==> src/rtl/osc_pkg.sv <==
package osc_pkg;

    // Operating state codes (visible on stat)
    typedef enum logic [2:0] {
        ST_INIT_MEM = 3'd0,
        ST_CONFIG   = 3'd1,
        ST_CFG_REQ  = 3'd2,
        ST_ACCESS   = 3'd3,
        ST_ACC_REQ  = 3'd4,
        ST_LOW_PWR  = 3'd5,
        ST_LP_ENTRY = 3'd6,
        ST_LP_EXIT  = 3'd7
    } opstate_e;

    // Request codes (req_code); 5..7 are not requests
    typedef enum logic [2:0] {
        RQ_INIT   = 3'd0,
        RQ_CONFIG = 3'd1,
        RQ_GO     = 3'd2,
        RQ_SLEEP  = 3'd3,
        RQ_WAKE   = 3'd4
    } opreq_e;

endpackage

==> src/rtl/osc_req_filter.sv <==
module osc_req_filter
    import osc_pkg::*;
(
    input  opstate_e   cur,
    input  logic       req_wr,
    input  logic [2:0] req_code,
    output logic       accept,
    output opstate_e   tgt
);

    always_comb begin
        accept = 1'b0;
        tgt    = cur;
        if (req_wr) begin
            unique case (cur)
                ST_INIT_MEM: begin
                    if (req_code == RQ_CONFIG) begin
                        accept = 1'b1;
                        tgt    = ST_CFG_REQ;
                    end
                end
                ST_CONFIG: begin
                    if (req_code == RQ_GO) begin
                        accept = 1'b1;
                        tgt    = ST_ACC_REQ;
                    end else if (req_code == RQ_INIT) begin
                        accept = 1'b1;
                        tgt    = ST_INIT_MEM;
                    end
                end
                ST_ACCESS: begin
                    if (req_code == RQ_CONFIG) begin
                        accept = 1'b1;
                        tgt    = ST_CFG_REQ;
                    end else if (req_code == RQ_SLEEP) begin
                        accept = 1'b1;
                        tgt    = ST_LP_ENTRY;
                    end
                end
                ST_LOW_PWR: begin
                    if (req_code == RQ_WAKE) begin
                        accept = 1'b1;
                        tgt    = ST_LP_EXIT;
                    end
                end
                ST_CFG_REQ, ST_ACC_REQ, ST_LP_ENTRY, ST_LP_EXIT: begin
                    accept = 1'b0;
                end
            endcase
        end
    end

endmodule

==> src/rtl/osc_dwell_timer.sv <==
module osc_dwell_timer #(
    parameter int DWELL = 4
) (
    input  logic clk,
    input  logic rst_n,
    input  logic run,
    output logic expired
);

    generate
        if (DWELL <= 1) begin : g_nodwell
            assign expired = run;
        end else begin : g_count
            localparam int CW = $clog2(DWELL);
            localparam logic [CW-1:0] LAST = CW'(DWELL - 1);
            logic [CW-1:0] cnt;

            always_ff @(posedge clk) begin
                if (!rst_n || !run)
                    cnt <= '0;
                else if (cnt != LAST)
                    cnt <= cnt + 1'b1;
            end

            assign expired = run && (cnt == LAST);


            dwell_full_chk: assert property (@(posedge clk) disable iff (!rst_n)
                !run |=> !expired);
        end
    endgenerate

endmodule

==> src/rtl/osc_state_core.sv <==
module osc_state_core
    import osc_pkg::*;
(
    input  logic     clk,
    input  logic     rst_n,
    input  logic     accept,
    input  opstate_e tgt,
    input  logic     expired,
    input  logic     step_ack,
    output opstate_e state,
    output logic     busy
);

    opstate_e nxt;
    opstate_e settle;

    always_ff @(posedge clk) begin
        if (!rst_n)
            state <= ST_INIT_MEM;
        else
            state <= nxt;
    end

    always_comb begin
        unique case (state)
            ST_CFG_REQ:  settle = ST_CONFIG;
            ST_ACC_REQ:  settle = ST_ACCESS;
            ST_LP_ENTRY: settle = ST_LOW_PWR;
            ST_LP_EXIT:  settle = ST_ACCESS;
            default:     settle = state;
        endcase
    end

    always_comb begin
        nxt = state;
        if (accept)
            nxt = tgt;
        else if (busy && expired && step_ack)
            nxt = settle;
    end

    always_comb begin
        unique case (state)
            ST_CFG_REQ, ST_ACC_REQ, ST_LP_ENTRY, ST_LP_EXIT: busy = 1'b1;
            default:                                          busy = 1'b0;
        endcase
    end


    lp_exit_only_wake_chk: assert property (@(posedge clk) disable iff (!rst_n)
        (state == ST_LOW_PWR) |=> (state == ST_LOW_PWR || state == ST_LP_EXIT));


    ack_hold_chk: assert property (@(posedge clk) disable iff (!rst_n)
        (busy && !step_ack) |=> $stable(state));


    cfg_req_target_chk: assert property (@(posedge clk) disable iff (!rst_n)
        (state == ST_CFG_REQ) |=> (state == ST_CFG_REQ || state == ST_CONFIG));


    lp_entry_target_chk: assert property (@(posedge clk) disable iff (!rst_n)
        (state == ST_LP_ENTRY) |=> (state == ST_LP_ENTRY || state == ST_LOW_PWR));

endmodule

==> src/rtl/ddr_opstate_ctrl.sv <==
module ddr_opstate_ctrl
    import osc_pkg::*;
#(
    parameter int DWELL = 4
) (
    input  logic       clk,
    input  logic       rst_n,
    input  logic       req_wr,
    input  logic [2:0] req_code,
    input  logic       step_ack,
    output logic [2:0] stat,
    output logic       busy
);

    opstate_e cur_st;
    opstate_e req_tgt;
    logic     req_ok;
    logic     dwell_done;
    logic     core_busy;

    osc_req_filter u_filter (
        .cur      (cur_st),
        .req_wr   (req_wr),
        .req_code (req_code),
        .accept   (req_ok),
        .tgt      (req_tgt)
    );

    osc_dwell_timer #(.DWELL(DWELL)) u_timer (
        .clk     (clk),
        .rst_n   (rst_n),
        .run     (core_busy),
        .expired (dwell_done)
    );

    osc_state_core u_core (
        .clk      (clk),
        .rst_n    (rst_n),
        .accept   (req_ok),
        .tgt      (req_tgt),
        .expired  (dwell_done),
        .step_ack (step_ack),
        .state    (cur_st),
        .busy     (core_busy)
    );

    assign stat = cur_st;
    assign busy = core_busy;


    settled_idle_chk: assert property (@(posedge clk) disable iff (!rst_n)
        (!busy && !req_wr) |=> $stable(stat));


    init_return_chk: assert property (@(posedge clk) disable iff (!rst_n)
        (stat == 3'd1 && req_wr && req_code == 3'd0) |=> (stat == 3'd0));


    wake_path_chk: assert property (@(posedge clk) disable iff (!rst_n)
        (stat == 3'd7) |=> (stat == 3'd7 || stat == 3'd3));

endmodule

==> config.mk <==
export PLATFORM = sky130hd
export DESIGN_NAME = ddr_opstate_ctrl
export DESIGN_NICKNAME = d
export VERILOG_FILES = /design/src/rtl/osc_pkg.sv /design/src/rtl/osc_req_filter.sv /design/src/rtl/osc_dwell_timer.sv /design/src/rtl/osc_state_core.sv /design/src/rtl/ddr_opstate_ctrl.sv
export SDC_FILE = /design/constraint.sdc
export NUM_CORES = 1
export LEC_CHECK = 0
export ABC_CLOCK_PERIOD_IN_PS = 1600
export CAP_MARGIN = 20
export CORE_AREA = 2 2 39 41
export CTS_CLUSTER_SIZE = 10
export DETAILED_ROUTE_END_ITERATION = 7
export DIE_AREA = 0 0 41 43
export SETUP_SLACK_MARGIN = 0.15
export SLEW_MARGIN = 20
export SYNTH_ARGS = -nofsm -noshare
export SYNTH_HDL_FRONTEND = slang
export SYNTH_SLANG_ARGS = --single-unit
==> constraint.sdc <==
create_clock -name clk -period 1.6 [get_ports clk]
set_input_delay 0.32 -clock clk [delete_from_list [all_inputs] [get_ports clk]]
set_output_delay 0.32 -clock clk [all_outputs]
set_load 0.02 [all_outputs]
After elaboration in Yosys (flattened, before gate mapping)
Cells that the tools add are included.
{"block": "word_totals", "ff_bits": 5, "latchBits": 0, "ramBits": 0, "romBits": 0, "inputBits": 7, "output_inout_bits": 4, "elab_cells": 55, "mem_count": 0}
{"block": "classes", "addsub": 1, "mul": 0, "div_mod_pow": 0, "order_cmp": 0, "eq_ne": 19, "shift": 0, "muxes": 20, "bitwise_logic": 0, "n_reduce_logical": 13}
{"cell": "two-way mux 3 bit", "n": 9}
{"cell": "equality test 3 bit (second input constant)", "n": 5}
{"cell": "equality test 3 x 2 -> 1 bit (second input constant)", "n": 4}
{"cell": "case mux 3 bit (4 select lines)", "n": 1}
{"cell": "case mux 3 bit (3 select lines)", "n": 1}
{"cell": "two-way mux 1 bit", "n": 8}
{"cell": "!= test 4 x 2 -> 1 bit (second input constant)", "n": 2}
{"cell": "AND reduction 8 bit", "n": 1}
{"cell": "equality test 3 x 1 -> 1 bit (second input constant)", "n": 2}
{"cell": "logical NOT 3 bit", "n": 2}
{"cell": "!= test 3 x 2 -> 1 bit (second input constant)", "n": 2}
{"cell": "!= test 5 x 1 -> 1 bit (second input constant)", "n": 1}
{"cell": "case mux 1 bit (5 select lines)", "n": 1}
{"cell": "!= test 2 bit (second input constant)", "n": 2}
{"cell": "nonzero test 4 bit", "n": 1}
{"cell": "OR reduction 4 bit", "n": 1}
{"cell": "logical AND 1 bit", "n": 3}
{"cell": "adder 2 x 1 -> 2 bit (second input constant)", "n": 1}
{"cell": "equality test 2 bit (second input constant)", "n": 1}
{"cell": "logical NOT 1 bit", "n": 2}
{"cell": "nonzero test 2 bit", "n": 1}
{"cell": "OR reduction 2 bit", "n": 1}
{"cell": "logical OR 1 bit", "n": 1}

Longest topological paths before layout
{"block": "depth", "ltp_word": 8, "depth_mapped": 5}

Modules after synthesis
From an unflattened synthesis, not the netlist that was laid out.
{"block": "unflattened", "cells_unflattened": 45, "area_unflattened_um2": 374.1}
{"module": "osc_state_core", "n_inst": 1, "cells_per_inst": 17, "area_per_inst_um2": 156.4, "seq_area_each_um2": 60.1}
{"module": "osc_req_filter", "n_inst": 1, "cells_per_inst": 19, "area_per_inst_um2": 127.6, "seq_area_each_um2": 0.0}
{"module": "osc_dwell_timer", "n_inst": 1, "cells_per_inst": 9, "area_per_inst_um2": 90.1, "seq_area_each_um2": 40.0}

Worst setup path after synthesis
No wires, ideal clock.
{"block": "synth_path", "path_type": "reg2reg", "from": "register u_core.state[2]", "to": "register u_core.state[2]", "t_arrival_ns": 1.389, "t_required_ns": 1.504, "slack_ns": 0.116, "path_stages_with_launch": 6, "n_path_buf": 1, "period_less_slack_ns": 1.484, "path_cell_list": "dfxtp_1 > buf_6 > and4bb_1 > a211oi_1 > or3_1 > o41ai_2"}
{"block": "synth_via", "elab_chain_cells": 8, "word_cells_on_any_way": 30, "cone_classes": "eq/ne: 13; mux: 8; reduce/logical: 9"}
{"item": "from (decl)", "line": "osc_state_core.sv:10", "text": "output opstate_e state,"}
{"item": "from (signal assigned)", "line": "osc_state_core.sv:21", "text": "state <= nxt;"}
{"item": "parallel branches: the longest is 8 deep, another holds AND reduction 8 bit"}
Parallel ways; which one is timed is not known. The select of a mux whose other input is x is not followed.
A chain may end at the register's enable or synchronous reset.

Final worst setup path
Ends and elaborated chain as after synthesis.

==> flow_summary_export.csv <==
group,metric,value,unit
status,status,"complete, no violations",
worst_hold_path,hold_path.class,"register to register",
drt,ant_nets,0,
critical_path,rrSetupSlack,0.17,ns
drt,detail_route.first_pass.iterations,3,
critical_path,crit_type,"register to register",
synthesis,synth_top_family_by_area,"compound AO/OA/AOI/OAI gates",
floorplanning,core_region_area,1380,um^2
floorplanning,initial_core_util,28.1,%
power_and_ir_drop,p_sw,75.6,uW
synthesis,muxShareOfSynthArea,2.57,%
critical_path,rr_startpoint,"u_core.state[2]",
power_and_ir_drop,p_clk_share,44.1,%
floorplanning,die_h,43,um
clocking,cts.path.max_buffers,2,
global_routing,antenna_found_initial,0,
timing,slew_headroom,79.0,%
power_and_ir_drop,p_leak,0.000256,uW
finish,drive_gt1_share,29.0,%
drt,wl_per_cell,10.2,um
synthesis,ys_ff_latch,5,
power_and_ir_drop,swShare,23.0,%
clocking,numClockSinks,5,
floorplanning,die-area,1760,um^2
power_and_ir_drop,ir_worst_vdd,0.147,mV
worst_hold_path,worstHoldStart,"u_timer.g_count.cnt[1]",
power_and_ir_drop,cellInternalPower,253,uW
synthesis,postSynthCellCount,48,
synthesis,synth_area_per_cell,8.11,um^2
timing,clock_skew,0.00200,ns
clocking,cts_tree,"built",
finish,final_common_cell,"buf_4",
finish,multi_input_area,278,um^2
synthesis,synth_adder_area_share,3.22,%
global_routing,grt_max_degree,10,
timing,finalCritPeriodShare,89.4,%
critical_path,rr_endpoint,"u_core.state[2]",
critical_path,worstPathArrival,1.57,ns
timing,grt_setup_unrepaired,"yes",
worst_hold_path,whs_endpoint,"u_timer.g_count.cnt[1]",
synthesis,syn_area,389,um^2
place,routabilityCongestion,0.717,
clocking,clockRootBuffer,"clkbuf_4",
finish,n_fill_cell,144,
critical_path,required,1.74,ns
critical_path,endpoint_kind,"register",
timing,hold_slack,0.506,ns
flow_run,cap_viol_max_count,0,
global_routing,track_usage,12.1,%
drt,drt_wl_total,866,um
power_and_ir_drop,power_frac_seq,38.9,%
clocking,numCtsBuffers,3,
drt,vias_per_cell,4.69,
synthesis,synth-seq-area-share,25.7,%
timing,setup_viol,0,
timing,hold_violations,0,
timing,min_period,1.43,ns
finish,diodes,0,
clocking,cts_hold_buffers,0,
power_and_ir_drop,power,328,uW
synthesis,yosysWarnings,0,
clocking,cts_setup_buffers,0,
drt,drtIter0Drc,2,
floorplanning,ios,11,
timing,maxSlewViolCount,0,
synthesis,yosys.area.top_type,"dfxtp_1",
finish,syn2layout_area_growth,55.0,%
critical_path,r2r_cells,5,
synthesis,synth_compound_area_share,30.9,%
synthesis,yosysUniqueCellTypes,30,
global_routing,grt_overflow,0,
floorplanning,row_count,14,
clocking,cts.htree.levels,1,
synthesis,synth_xor_xnor_area_share,4.50,%
power_and_ir_drop,power.density,544,nW/um^2
global_routing,grt_pass1_vias,372,
finish,nNetsFinal,78,
clocking,clk_pin_slew,0.04,ns
synthesis,syn_nets,56,
critical_path,path_max_fanout,9,
synthesis,netlist.area_leader.share,25.7,%
timing,tightest_slew,0.310,ns
synthesis,synthSimpleGateAreaFrac,25.1,%
place,port_buffers,10,
finish,layout_common_cells,"buf_4, dlygate4sd2_1, inv_1, o21ai_0, dfxtp_1",
worst_hold_path,whs_path_depth,2,
power_and_ir_drop,combPwrFrac,17.0,%
drt,drc,0,
global_routing,grt_pass1_wl,1410,um
critical_path,start_kind,"register",
timing,fmax,0.699,GHz
drt,vias,399,
finish,seq_area,101,um^2
clocking,insertion_delay,0.24,ns
floorplanning,die_x,41,um
synthesis,synth_area_leaders,"dfxtp_1, o21ai_0, o41ai_2, a21oi_1, inv_1",
place,dp_hpwl,696,um
[cells by family after synthesis]
| logic type | Yosys count |
|---|---|
| XOR/XNOR | 2 |
| AO/OA/AOI/OAI | 17 |
| flip-flops | 5 |
| multiplexers | 1 |
| AND/OR/NAND/NOR | 16 |
| buffers and inverters | 6 |
| adder cells (fa/ha/maj) | 1 |
[metal layers]
layer	wire length (um)	global-route usage, %
met1	405	14.5
met2	403	17.8
met3	37	1.57
met4	19	10.0
met5	0	0
[worst max path at each step]
stage,endpoint,startpoint,depth (start not counted),slack [ns]
floorplan,u_core.state[2],u_core.state[2],5,0.19
global placement,u_core.state[2],req_code[0],5,-0.20
detailed placement,u_core.state[2],req_code[0],5,-0.22
CTS,u_core.state[2],u_core.state[2],5,0.15
global route,u_core.state[2],u_core.state[2],5,0.08
finish,u_core.state[2],u_core.state[2],5,0.17
[area by class of cell]
class | instances | area share [%]
Multi-Input combinational cell | 37 | 46.1
Clock buffer | 4 | 4.36
Inverter | 4 | 2.49
Sequential cell | 5 | 16.8
Tap cell | 16 | 3.32
Timing Repair Buffer | 19 | 27.0
[state kept, by name (all words and copies together), names as in the netlist]
signal,count
u_core.state,3
u_timer.g_count.cnt,2
[per-stage QoR]
step / TNS (ns) / cell area [um^2] / util [%] / worst slack [ns] / instances
after floorplan: 0 / 390 / - / 0.191 / 48
after global placement: -0.325 / 562 / 40.6 / -0.203 / 81
after detailed placement: -0.377 / 562 / 40.6 / -0.223 / 81
after CTS: 0 / 597 / 43.1 / 0.146 / 85
after global routing: 0 / 603 / 43.6 / 0.0848 / 85
final: 0 / 603 / 43.6 / 0.170 / 85
[worst max-delay path, cell delays in order, from the launching register on]
cell and delay (ns):
dfxtp_2 0.31, buf_4 0.16, nor3b_4 0.21, a21oi_2 0.08, or3_1 0.38, o41ai_2 0.19
[Yosys cell counts, drive strengths merged]
master and n:
inv 4, o31ai 1, nor4b 1, and4bb 1, dfxtp 5, nand2 3
o41ai 1, a211oi 1, xnor2 1, a2bb2oi 1, a21oi 3, buf 1
nor2b 2, mux2i 1, nand2b 1, nor3b 1, o311a 1, nor3 1
o21ai 5, a21o 1, o21bai 1, xor2 1, nor2 4, or3 1
a31oi 1, ha 1, clkbuf 1, or4 1, o211ai 1
[power groups by stage]
stage,Sequential (uW),Clock [uW],Combinational (uW)
floorplan,130,0,20.2
global placement,130,0,53.4
detailed placement,130,0,53.5
global route,128,157,61.0
CTS,128,152,55.4
finish,128,145,55.8
[repair_timing]
action / CTS / global route
pin swaps: 1 / 1
endpoints found under the setup margin: 6 / 3
resized for setup: 15 / 3
Power figures use the tool's default switching activity.
